--- src/rtl/gpb_pkg.sv ---
// Shared types and constants for the parallel bus master.
// Assumes the four pin-split modes share one pin group whose top
// CTRL_PINS positions are never used for data or address.
package gpb_pkg;

    // Pin split selector, the data width grows by a quarter per code.
    typedef enum logic [1:0] {
        GPB_D8  = 2'd0,
        GPB_D16 = 2'd1,
        GPB_D24 = 2'd2,
        GPB_D32 = 2'd3
    } gpb_mode_e;

    // Access phase state of the sequencer.
    typedef enum logic [1:0] {
        SEQ_IDLE = 2'd0,
        SEQ_RUN  = 2'd1,
        SEQ_ACK  = 2'd2
    } gpb_seq_e;

    // Pins above the address span that carry no data or address in narrow modes.
    localparam int CTRL_PINS = 4;

endpackage

--- src/rtl/gpb_pin_map.sv ---
// Pin map: places latched command data and address on the shared pins.
// Purely combinational. Assumes PIN_W is a multiple of 4 and that the
// address span is PIN_W - CTRL_PINS, so the ready pin is the top of it.
module gpb_pin_map
    import gpb_pkg::*;
#(
    parameter int PIN_W   = 32,
    parameter int HADDR_W = 32
) (
    input  gpb_mode_e          mode,
    input  logic               rdy_en,
    input  logic               we,
    input  logic [1:0]         size,
    input  logic [HADDR_W-1:0] haddr,
    input  logic [PIN_W-1:0]   wdata,
    output logic [PIN_W-1:0]   pin_word,
    output logic [PIN_W-1:0]   pin_oe,
    output logic [PIN_W-1:0]   lane_mask,
    output logic               rdy_live
);

    localparam int LANE    = PIN_W / 4;
    localparam int SPAN    = PIN_W - CTRL_PINS;
    localparam int RDY_PIN = SPAN - 1;

    logic [31:0]        data_w;
    logic [31:0]        addr_w;
    logic [31:0]        size_bits;
    logic [HADDR_W-1:0] ext_addr;

    // Derive data width, address width, size width and shifted address.
    always_comb begin
        data_w = (32'(mode) + 32'd1) * 32'(LANE);
        addr_w = (data_w < 32'(SPAN)) ? (32'(SPAN) - data_w) : 32'd0;
        case (mode)
            GPB_D16: ext_addr = haddr >> 1;
            GPB_D32: ext_addr = haddr >> 2;
            default: ext_addr = haddr;
        endcase
        case (size)
            2'd0:    size_bits = 32'd8;
            2'd1:    size_bits = 32'd16;
            default: size_bits = 32'(PIN_W);
        endcase
        rdy_live = rdy_en && (addr_w != 32'd0);
    end

    for (genvar g = 0; g < PIN_W; g++) begin : g_pin
        logic [HADDR_W-1:0] slid;
        logic               lm;
        logic               pw;
        logic               po;

        // Decide the role of this pin: data lane, address bit, ready or unused.
        always_comb begin
            slid = ext_addr >> (32'(g) - data_w);
            lm   = (32'(g) < data_w) && (32'(g) < size_bits);
            pw   = 1'b0;
            po   = 1'b0;
            if (32'(g) < data_w) begin
                po = we;
                pw = we & lm & wdata[g];
            end else if (32'(g) < data_w + addr_w) begin
                if (!(rdy_live && (g == RDY_PIN))) begin
                    po = 1'b1;
                    pw = slid[0];
                end
            end
        end

        assign lane_mask[g] = lm;
        assign pin_word[g]  = pw;
        assign pin_oe[g]    = po;
    end

endmodule

--- src/rtl/gpb_cycle_seq.sv ---
// Cycle sequencer: runs one bus access of two system clocks per bus clock,
// counts bus clocks up to the base length, stretches on a low ready and
// raises a one-cycle acknowledge. Assumes its command inputs are held
// stable by the caller for the whole access.
module gpb_cycle_seq
    import gpb_pkg::*;
#(
    parameter int MAX_BASE = 2
) (
    input  logic clk,
    input  logic rst_n,
    input  logic start,
    input  logic we,
    input  logic wr_slow,
    input  logic rdy_live,
    input  logic rdy_in,
    output logic idle,
    output logic busy,
    output logic bclk,
    output logic finish,
    output logic ack
);

    localparam int CNT_W = $clog2(MAX_BASE + 1);

    gpb_seq_e         st;
    logic             phase;
    logic [CNT_W-1:0] cnt;
    logic [CNT_W-1:0] last_idx;
    logic             at_last;
    logic             ready_ok;

    // Index of the last base bus clock and completion condition.
    always_comb begin
        last_idx = (we && !wr_slow) ? CNT_W'(0) : CNT_W'(1);
        at_last  = (cnt == last_idx);
        ready_ok = !rdy_live || rdy_in;
        finish   = (st == SEQ_RUN) && phase && at_last && ready_ok;
        idle     = (st == SEQ_IDLE);
        busy     = (st == SEQ_RUN);
        ack      = (st == SEQ_ACK);
        bclk     = (st == SEQ_RUN) && phase;
    end

    // Advance phase, bus clock count and state.
    always_ff @(posedge clk) begin
        if (!rst_n) begin
            st    <= SEQ_IDLE;
            phase <= 1'b0;
            cnt   <= '0;
        end else begin
            case (st)
                SEQ_IDLE: begin
                    if (start) begin
                        st    <= SEQ_RUN;
                        phase <= 1'b0;
                        cnt   <= '0;
                    end
                end
                SEQ_RUN: begin
                    if (!phase) begin
                        phase <= 1'b1;
                    end else begin
                        phase <= 1'b0;
                        if (at_last && ready_ok) begin
                            st <= SEQ_ACK;
                        end else if (!at_last) begin
                            cnt <= cnt + CNT_W'(1);
                        end
                    end
                end
                default: begin
                    st <= SEQ_IDLE;
                end
            endcase
        end
    end

    AST_ACK_SINGLE: assert property (@(posedge clk) disable iff (!rst_n)
        ack |=> !ack);
    AST_CLK_TOGGLES: assert property (@(posedge clk) disable iff (!rst_n)
        (busy && $past(busy)) |-> (bclk != $past(bclk)));
    AST_STALL_HOLDS: assert property (@(posedge clk) disable iff (!rst_n)
        (busy && phase && at_last && !ready_ok) |=> (busy && !bclk));

endmodule

--- src/rtl/gpb_master.sv ---
// Parallel bus master top: accepts one host request at a time, latches the
// command with its configuration, drives the shared pins through the pin
// map and the strobes from the sequencer, and returns read data with the
// acknowledge. Assumes the host holds its request until acknowledge.
module gpb_master
    import gpb_pkg::*;
#(
    parameter int HADDR_W = 32,
    parameter int PIN_W   = 32
) (
    input  logic               clk,
    input  logic               rst_n,
    input  logic [1:0]         cfg_mode,
    input  logic               cfg_wr_slow,
    input  logic               cfg_rdy_en,
    input  logic               host_req,
    input  logic               host_we,
    input  logic [1:0]         host_size,
    input  logic [HADDR_W-1:0] host_addr,
    input  logic [PIN_W-1:0]   host_wdata,
    output logic               host_ack,
    output logic [PIN_W-1:0]   host_rdata,
    output logic [PIN_W-1:0]   bus_dout,
    output logic [PIN_W-1:0]   bus_oe,
    input  logic [PIN_W-1:0]   bus_din,
    output logic               bus_clk,
    output logic               bus_frame,
    output logic               bus_rd,
    output logic               bus_wr
);

    localparam int RDY_PIN = PIN_W - CTRL_PINS - 1;

    gpb_mode_e          cmd_mode;
    logic               cmd_we;
    logic               cmd_wr_slow;
    logic               cmd_rdy_en;
    logic [1:0]         cmd_size;
    logic [HADDR_W-1:0] cmd_addr;
    logic [PIN_W-1:0]   cmd_wdata;
    logic [PIN_W-1:0]   rdata_q;

    logic               seq_idle;
    logic               seq_busy;
    logic               seq_bclk;
    logic               seq_finish;
    logic               seq_ack;
    logic               accept;

    logic [PIN_W-1:0]   pin_word;
    logic [PIN_W-1:0]   pin_oe;
    logic [PIN_W-1:0]   lane_mask;
    logic               rdy_live;

    assign accept = host_req && seq_idle;

    // Latch command and configuration when a request is accepted.
    always_ff @(posedge clk) begin
        if (!rst_n) begin
            cmd_mode    <= GPB_D8;
            cmd_we      <= 1'b0;
            cmd_wr_slow <= 1'b0;
            cmd_rdy_en  <= 1'b0;
            cmd_size    <= 2'd0;
            cmd_addr    <= '0;
            cmd_wdata   <= '0;
        end else if (accept) begin
            cmd_mode    <= gpb_mode_e'(cfg_mode);
            cmd_we      <= host_we;
            cmd_wr_slow <= cfg_wr_slow;
            cmd_rdy_en  <= cfg_rdy_en;
            cmd_size    <= host_size;
            cmd_addr    <= host_addr;
            cmd_wdata   <= host_wdata;
        end
    end

    // Capture masked read data, or zero for a write, at the final bus edge.
    always_ff @(posedge clk) begin
        if (!rst_n) begin
            rdata_q <= '0;
        end else if (seq_finish) begin
            rdata_q <= cmd_we ? '0 : (bus_din & lane_mask);
        end
    end

    gpb_pin_map #(
        .PIN_W   (PIN_W),
        .HADDR_W (HADDR_W)
    ) u_map (
        .mode      (cmd_mode),
        .rdy_en    (cmd_rdy_en),
        .we        (cmd_we),
        .size      (cmd_size),
        .haddr     (cmd_addr),
        .wdata     (cmd_wdata),
        .pin_word  (pin_word),
        .pin_oe    (pin_oe),
        .lane_mask (lane_mask),
        .rdy_live  (rdy_live)
    );

    gpb_cycle_seq #(
        .MAX_BASE (2)
    ) u_seq (
        .clk      (clk),
        .rst_n    (rst_n),
        .start    (accept),
        .we       (cmd_we),
        .wr_slow  (cmd_wr_slow),
        .rdy_live (rdy_live),
        .rdy_in   (bus_din[RDY_PIN]),
        .idle     (seq_idle),
        .busy     (seq_busy),
        .bclk     (seq_bclk),
        .finish   (seq_finish),
        .ack      (seq_ack)
    );

    // Gate pins and strobes with the access window.
    always_comb begin
        bus_dout   = seq_busy ? pin_word : '0;
        bus_oe     = seq_busy ? pin_oe   : '0;
        bus_frame  = seq_busy;
        bus_clk    = seq_bclk;
        bus_rd     = seq_busy && !cmd_we;
        bus_wr     = seq_busy && cmd_we;
        host_ack   = seq_ack;
        host_rdata = rdata_q;
    end

    AST_IDLE_PINS: assert property (@(posedge clk) disable iff (!rst_n)
        !bus_frame |-> (bus_oe == '0 && !bus_rd && !bus_wr && !bus_clk));
    AST_PINS_HELD: assert property (@(posedge clk) disable iff (!rst_n)
        (bus_frame && $past(bus_frame)) |-> ($stable(bus_dout) && $stable(bus_oe)));
    AST_UNDRIVEN_ZERO: assert property (@(posedge clk) disable iff (!rst_n)
        bus_frame |-> ((bus_dout & ~bus_oe) == '0));
    AST_ACK_AFTER_FRAME: assert property (@(posedge clk) disable iff (!rst_n)
        host_ack |-> ($past(bus_frame) && !bus_frame));
    AST_READY_UNDRIVEN: assert property (@(posedge clk) disable iff (!rst_n)
        (bus_frame && rdy_live) |-> !bus_oe[RDY_PIN]);

endmodule

--- config.mk ---
export PLATFORM = sky130hd
export DESIGN_NAME = gpb_master
export DESIGN_NICKNAME = d
export VERILOG_FILES = /design/src/rtl/gpb_pkg.sv /design/src/rtl/gpb_pin_map.sv /design/src/rtl/gpb_cycle_seq.sv /design/src/rtl/gpb_master.sv
export SDC_FILE = /design/constraint.sdc
export NUM_CORES = 1
export LEC_CHECK = 0
export CAP_MARGIN = 15
export CORE_AREA = 2 2 140 142
export DETAILED_ROUTE_END_ITERATION = 16
export DIE_AREA = 0 0 142 144
export DONT_BUFFER_PORTS = 1
export PLACE_DENSITY = 0.53
export SLEW_MARGIN = 10
export SYNTH_ARGS = -nofsm -noshare
export SYNTH_HDL_FRONTEND = slang
export SYNTH_SLANG_ARGS = --single-unit
--- constraint.sdc ---
create_clock -name clk -period 10.09 [get_ports clk]
set_clock_uncertainty 0.1 [all_clocks]
set_input_delay 2.018 -clock clk [delete_from_list [all_inputs] [get_ports clk]]
set_output_delay 2.018 -clock clk [all_outputs]
set_load 0.05 [all_outputs]
## Word-level counts from Yosys, hierarchy flattened

Index checks and enable logic that the tools add are counted.

| storage, ports and cells | value |
|---|---|
| flip-flop bits (word level) | 108 |
| output and inout port bits | 101 |
| bits of input ports | 106 |

| operators by class | value |
|---|---|
| add/subtract/negate cells | 35 |
| muxes and demuxes | 149 |
| reductions and logical operators | 52 |
| shift operators | 32 |
| magnitude comparators | 97 |
| equality and inequality tests | 11 |
| bitwise gates (word level) | 65 |

Operator list:

| kind | number |
|---|---|
| < comparator 5 x 32 -> 1 bit, first input constant | 32 |
| right shift 32 x 32 -> 1 bit | 32 |
| < comparator 4 x 32 -> 1 bit, first input constant | 16 |
| subtractor 5 x 32 -> 32 bit, first input constant | 16 |
| < comparator 3 x 32 -> 1 bit, first input constant | 8 |
| subtractor 4 x 32 -> 32 bit, first input constant | 8 |
| 2-to-1 mux 1 bit | 133 |
| < comparator 1 x 32 -> 1 bit, first input constant | 4 |
| < comparator 2 x 32 -> 1 bit, first input constant | 4 |
| 2-to-1 mux 32 bit | 4 |
| subtractor 3 x 32 -> 32 bit, first input constant | 4 |
| < comparator 5 x 6 -> 1 bit, first input constant | 16 |
| AND 1 bit | 64 |
| case mux 32 bit (2 select lines) | 1 |
| subtractor 1 x 32 -> 32 bit, first input constant | 2 |
| subtractor 2 x 32 -> 32 bit, first input constant | 2 |
| < comparator 4 x 6 -> 1 bit, first input constant | 8 |
| logical AND 1 bit | 41 |
| adder 32 bit | 1 |
| AND 32 bit | 1 |
| < comparator 32 x 5 -> 1 bit, second input constant | 1 |
| nonzero test 32 bit | 1 |
| < comparator 3 x 6 -> 1 bit, first input constant | 4 |
| 2-to-1 mux 2 bit | 7 |
| other kinds (19) | 31 |

## Longest topological paths before layout

| depth | value |
|---|---|
| depth in word-level cells | 11 |
| gate-level depth with buffers | 10 |

## Hierarchy

From an unflattened synthesis, not the netlist that was laid out.

| second synthesis, totals | value |
|---|---|
| cells, all modules | 914 |
| area, all modules | 8609.5 um2 |

Modules (own cells, without submodules):

| module | area an instance (um2) | times used | cells each | sequential area each (um2) |
|---|---|---|---|---|
| gpb_master | 5695.5 | 1 | 540 | 2062.0 |
| gpb_pin_map | 2626.3 | 1 | 340 | 0.0 |
| gpb_cycle_seq | 287.8 | 1 | 34 | 100.1 |

## Least setup slack after synthesis

Ideal clock, no wire load.

| timing path | value |
|---|---|
| kind | register to output |
| start | register cmd_mode[0] |
| end | output bus_oe[1] |
| buffers on the path | 5 |
| stages on the path, launching flop included | 10 |
| setup slack | 4220 ps |
| arrival | 3752 ps |
| path through | dfxtp_1 > buf_6 > inv_1 > clkbuf_1 > ha_1 > buf_1 > clkbuf_1 > nor4_1 > nor3_1 > buf_4 |

| on the way | value |
|---|---|
| word-level cells in the longest chain between the ends | 8 |
| elaborated cells between the ends (all ways) | 10 |

RTL lines:

| item | line | RTL |
|---|---|---|
| start, declared | gpb_master.sv:34 | `gpb_mode_e cmd_mode;` |
| start signal, assigned | gpb_master.sv:68 | `cmd_mode <= gpb_mode_e'(cfg_mode);` |
| adder 2 x 1 -> 3 bit * | gpb_pin_map.sv:33 | `data_w = (32'(mode) + 32'd1) * 32'(LANE);` |
| subtractor 5 x 32 -> 32 bit or < comparator 32 x 5 -> 1 bit (tied branches) | gpb_pin_map.sv:34 | `addr_w = (data_w < 32'(SPAN)) ? (32'(SPAN) - data_w) : 32'd0;` |
| 2-to-1 mux 32 bit | gpb_pin_map.sv:34 |  |
| adder 32 bit | gpb_pin_map.sv:63 | `end else if (32'(g) < data_w + addr_w) begin` |
| < comparator 1 x 32 -> 1 bit | gpb_pin_map.sv:63 |  |
| 2-to-1 mux 1 bit | gpb_pin_map.sv:63 |  |
| 2-to-1 mux 1 bit * | gpb_pin_map.sv:60 | `if (32'(g) < data_w) begin` |
| 2-to-1 mux 32 bit * | gpb_master.sv:123 | `bus_oe = seq_busy ? pin_oe : '0;` |
| end, declared | gpb_master.sv:24 | `output logic [PIN_W-1:0] bus_oe,` |

Every way passes the cells marked *; elsewhere a longest branch is shown, timed or not.

## Final worst setup path

| timing path | value |
|---|---|
| start | register cmd_mode[0] |
| end | output bus_dout[3] |

| on the way | value |
|---|---|
| word-level cells in the longest chain between the ends | 8 |
| elaborated cells between the ends (all ways) | 18 |

RTL lines:

| item | line | RTL |
|---|---|---|
| adder 2 x 1 -> 3 bit | gpb_pin_map.sv:33 |  |
| subtractor 5 x 32 -> 32 bit or < comparator 32 x 5 -> 1 bit (tied branches) | gpb_pin_map.sv:34 |  |
| 2-to-1 mux 32 bit | gpb_pin_map.sv:34 |  |
| adder 32 bit | gpb_pin_map.sv:63 |  |
| < comparator 2 x 32 -> 1 bit | gpb_pin_map.sv:63 |  |
| 2-to-1 mux 1 bit | gpb_pin_map.sv:63 |  |
| 2-to-1 mux 1 bit * | gpb_pin_map.sv:60 |  |
| 2-to-1 mux 32 bit * | gpb_master.sv:122 | `bus_dout = seq_busy ? pin_word : '0;` |
| end, declared | gpb_master.sv:23 | `output logic [PIN_W-1:0] bus_dout,` |

Marks and branches as above.

==> run metrics <==
run status=finished, final reports clean; P_sw=around 0.00036 W; startpoint types=flip-flop; Hold Path Cell Cnt=2; PD cells=around 160 nW/um^2; worst r2r dst=u_seq.cnt[1]$_SDFFE_PN0P_; GRT Resource Usage Total=between 10% and 20%; fin nets=~880; hold worst-path end=cmd_wdata[28]$_SDFFE_PN0P_; vias in the first global route=around 5000; antenna cells=0; core area=~19000 um^2; Post-synth EDFFs=0; crit-path cells=buf_4 -> inv_1 -> ha_1 -> buf_4 -> nor2b_1 -> nor2_1 -> mux2_2 -> o21ai_1; Area growth syn-to-layout=6.250%; DRT iter0 DRCs=438; f_max=~0.16 GHz; TritonCTS Buffers=9; busiest grt layer=met1; max cap viols=0; most frequent cells in the layout=nand2_1, dfxtp_1, a21boi_0, o21ai_0, nand3_1; CTS resizes=0; VDD IR max=about 86 uV; CTS tree=built; Vias=~5400; clock latency at the later pin of the worst-skew pair=about 360 ps; final wirelength=20390 um; die footprint=between 20000 and 25000 um^2; gate count of the mapped netlist=826; met1 Use GR=~28%; final period utilization=63.72%; CP dominant cell by count=buf_4; Register Area=roughly 2200 um^2; Slew @ Worst Pin=between 1000 and 1500 ps; endpoint class of the critical path=output port; hold-fix buffer count after cts=0; Horiz. Die Dim=142 um; combinational power share=around a fifth; Mapped Nets=roughly 940; CTS max path bufs=2; Die Height=around 140 um; Sw Ratio=33.98%; origin of the worst setup path=cmd_mode[0]$_SDFFE_PN0P_; post-route ant nets=0; first-pass GRT wire length=slightly above 30000 um; Synth async-reset ratio=0%; commonest register cell after synthesis=dfxtp_1; Mapped Area=between 6000 and 7000 um^2; leak pwr=2.206 nW; port bufs=0; endpoints failing setup=0; Initial Util=between 30% and 40%; met2 Track Usage GR=27.69%; Clk pwr share=about 36%; non-filler instance count after layout=approximately 1000; I/O pin cnt=around 210; Slew headroom=a little under a quarter; HPWL Detailed=about 15000 um; Via density=5.380; RD Place Congestion=0.9052; RSZ-0062 raised after global routing=false; RR Startpoint=u_seq.st[1]$_SDFFE_PN0P_; row cnt=51; internal power=roughly 0.00071 W; FF+latch count, synth=roughly 110; CTS Sinks=roughly 110; layout cells sized above 1=7.762%; Worst EP arrival=between 4000 and 5000 ps; Slowest cell on crit path=o21ai_1; grt total ovfl=0; Slew Limit Fails=0; DR DRC count=0; initial antenna violation count=1; Sequential Power Share=about 43%; worst-path fanout max=32; slowest stage delay, CP=between 700 and 800 ps; clk slew on worst S/H paths=about 80 ps; Setup Fix Bufs, Post-CTS=0; Netlist cell types=57; HP Start=cmd_wdata[28]$_SDFFE_PN0P_; syn avg cell area=about 7.4 um^2; Final Hold Viols=0; post-layout minimum cycle time=between 6000 and 7000 ps; Setup TNS=0 ps; critical path class=flip-flop to output port; Hold WC Path Type=flip-flop to flip-flop; commonest non-fill, non-tap cell in the layout=nand2_1; yosys warns=0; reg2reg setup slack=7110 ps; GR Util met3=between 7 and 8%; CTS root buf=clkbuf_16; r2r worst-path depth=6; routed len/inst=20.17 um; largest net degree at the start of global routing=around 110; sequential share of the synthesized area=a little over a third; H-tree Lvls=3; multi-input gate area in the final layout=approximately 3600 um^2; first-pass iteration count of the detailed router=5; Data required, critical path=around 8000 ps; FILL cells=2055; placed cells=~990
## sequential cells by signal (all words and copies together) (netlist names)
| register | count |
|---|---|
| cmd_wdata | 32 |
| cmd_addr | 32 |
| u_seq.st | 2 |
| cmd_wr_slow | 1 |
| cmd_mode | 2 |
| u_seq.phase | 1 |
| u_seq.cnt | 2 |
| host_rdata | 32 |
| cmd_we | 1 |
| cmd_size | 2 |
| cmd_rdy_en | 1 |
## metrics by stage
step | util (%) | total power, W | hold WS, ps | setup WS (ps) | instance area, um^2
2_1_floorplan | - | 0.0006539 | 338.8 | 4220 | 6146
3_3_place_gp | 32.46 | 0.0006970 | 347.2 | 4308 | 6193
3_5_place_dp | 32.46 | 0.0006974 | 350.9 | 4173 | 6193
4_1_cts | 34.11 | 0.001080 | 362.0 | 3761 | 6509
5_1_grt | 34.23 | 0.001118 | 389.8 | 3481 | 6530
6_report | 34.23 | 0.001070 | 356.5 | 3660 | 6530
## critical path, delay by kind of cell, from the launching register on
kind	cells	cell delay (ps)
and+or+nand+nor	2	850
DFF	1	310
muxes	1	420
adders and majority gates	1	550
AOI/OAI and AO/OA	1	750
buffers and inverters	3	1040
## metal layers
metal / vias to the layer above / wire [um]
met5: - / 0
met4: 0 / 202
met3: 12 / 1753
met2: 188 / 8712
met1: 2537 / 9721
li1: 2702 / -
## kinds of logic after synthesis
logic type,after synthesis,synth area share [%]
and+or+nand+nor,357,25.41
muxes,17,3.787
AOI/OAI and AO/OA,235,25.77
xor gates and xnor gates,2,0.2851
buffers and inverters,98,7.736
DFF,108,35.18
adders and majority gates,9,1.832
## power groups by stage
stage / logic [W] / clock network [W] / registers [W]
global route: 0.000243 / 0.000408 / 0.000467
floorplan: 0.000188 / 0 / 0.000466
detailed placement: 0.000224 / 0 / 0.000474
global placement: 0.000223 / 0 / 0.000474
CTS: 0.000224 / 0.000392 / 0.000464
finish: 0.000226 / 0.000380 / 0.000464
## final cells by class
type                    count  share of cell area [%]
clock inverters             7                   1.380
inverters                  13                  0.7473
multi-input cells         620                   54.76
well taps                 238                   4.560
repair buffers             16                   1.993
flip-flops and latches    108                   33.11
clock buffers               9                   3.449
## cell usage after synthesis, types with 3 or more instances
master     instances  area, um^2
o21a_1             6       45.04
a32oi_1            5       43.79
o211ai_1           7       52.55
ha_1               9       112.6
o221ai_1           3       26.28
a22o_1             3       26.28
nor2b_1           19       118.9
a22oi_1            8       60.06
nor3_1             9       45.04
mux2i_1            3       30.03
nor3b_1            4       30.03
mux2_2            10       112.6
or3_1              7       43.79
a2bb2oi_1          4       35.03
clkbuf_1          47       176.4
inv_1             12       45.04
dfxtp_1          108        2162
mux4_2             4       90.09
nand2_1          235       882.1
nand3_1           34       170.2
o2bb2ai_1         10       87.58
o21ai_0           84       420.4
and2_1             6       37.54
buf_1              7       26.28
a211oi_1           3       22.52
nor2_1            19       71.32
buf_4             25       187.7
buf_2              4       20.02
a21oi_1           12       60.06
nand2b_1          13       81.33
nor4_1             3       18.77
a21boi_0          72       540.5
## worst max-delay path by stage
stage                             end  slack (ps)
after floorplan             bus_oe[1]        4220
after global placement    bus_dout[3]        4310
after detailed placement  bus_dout[1]        4170
after CTS                 bus_dout[1]        3760
after global routing      bus_dout[5]        3480
final                     bus_dout[3]        3660
Power figures use the tool's default switching activity.
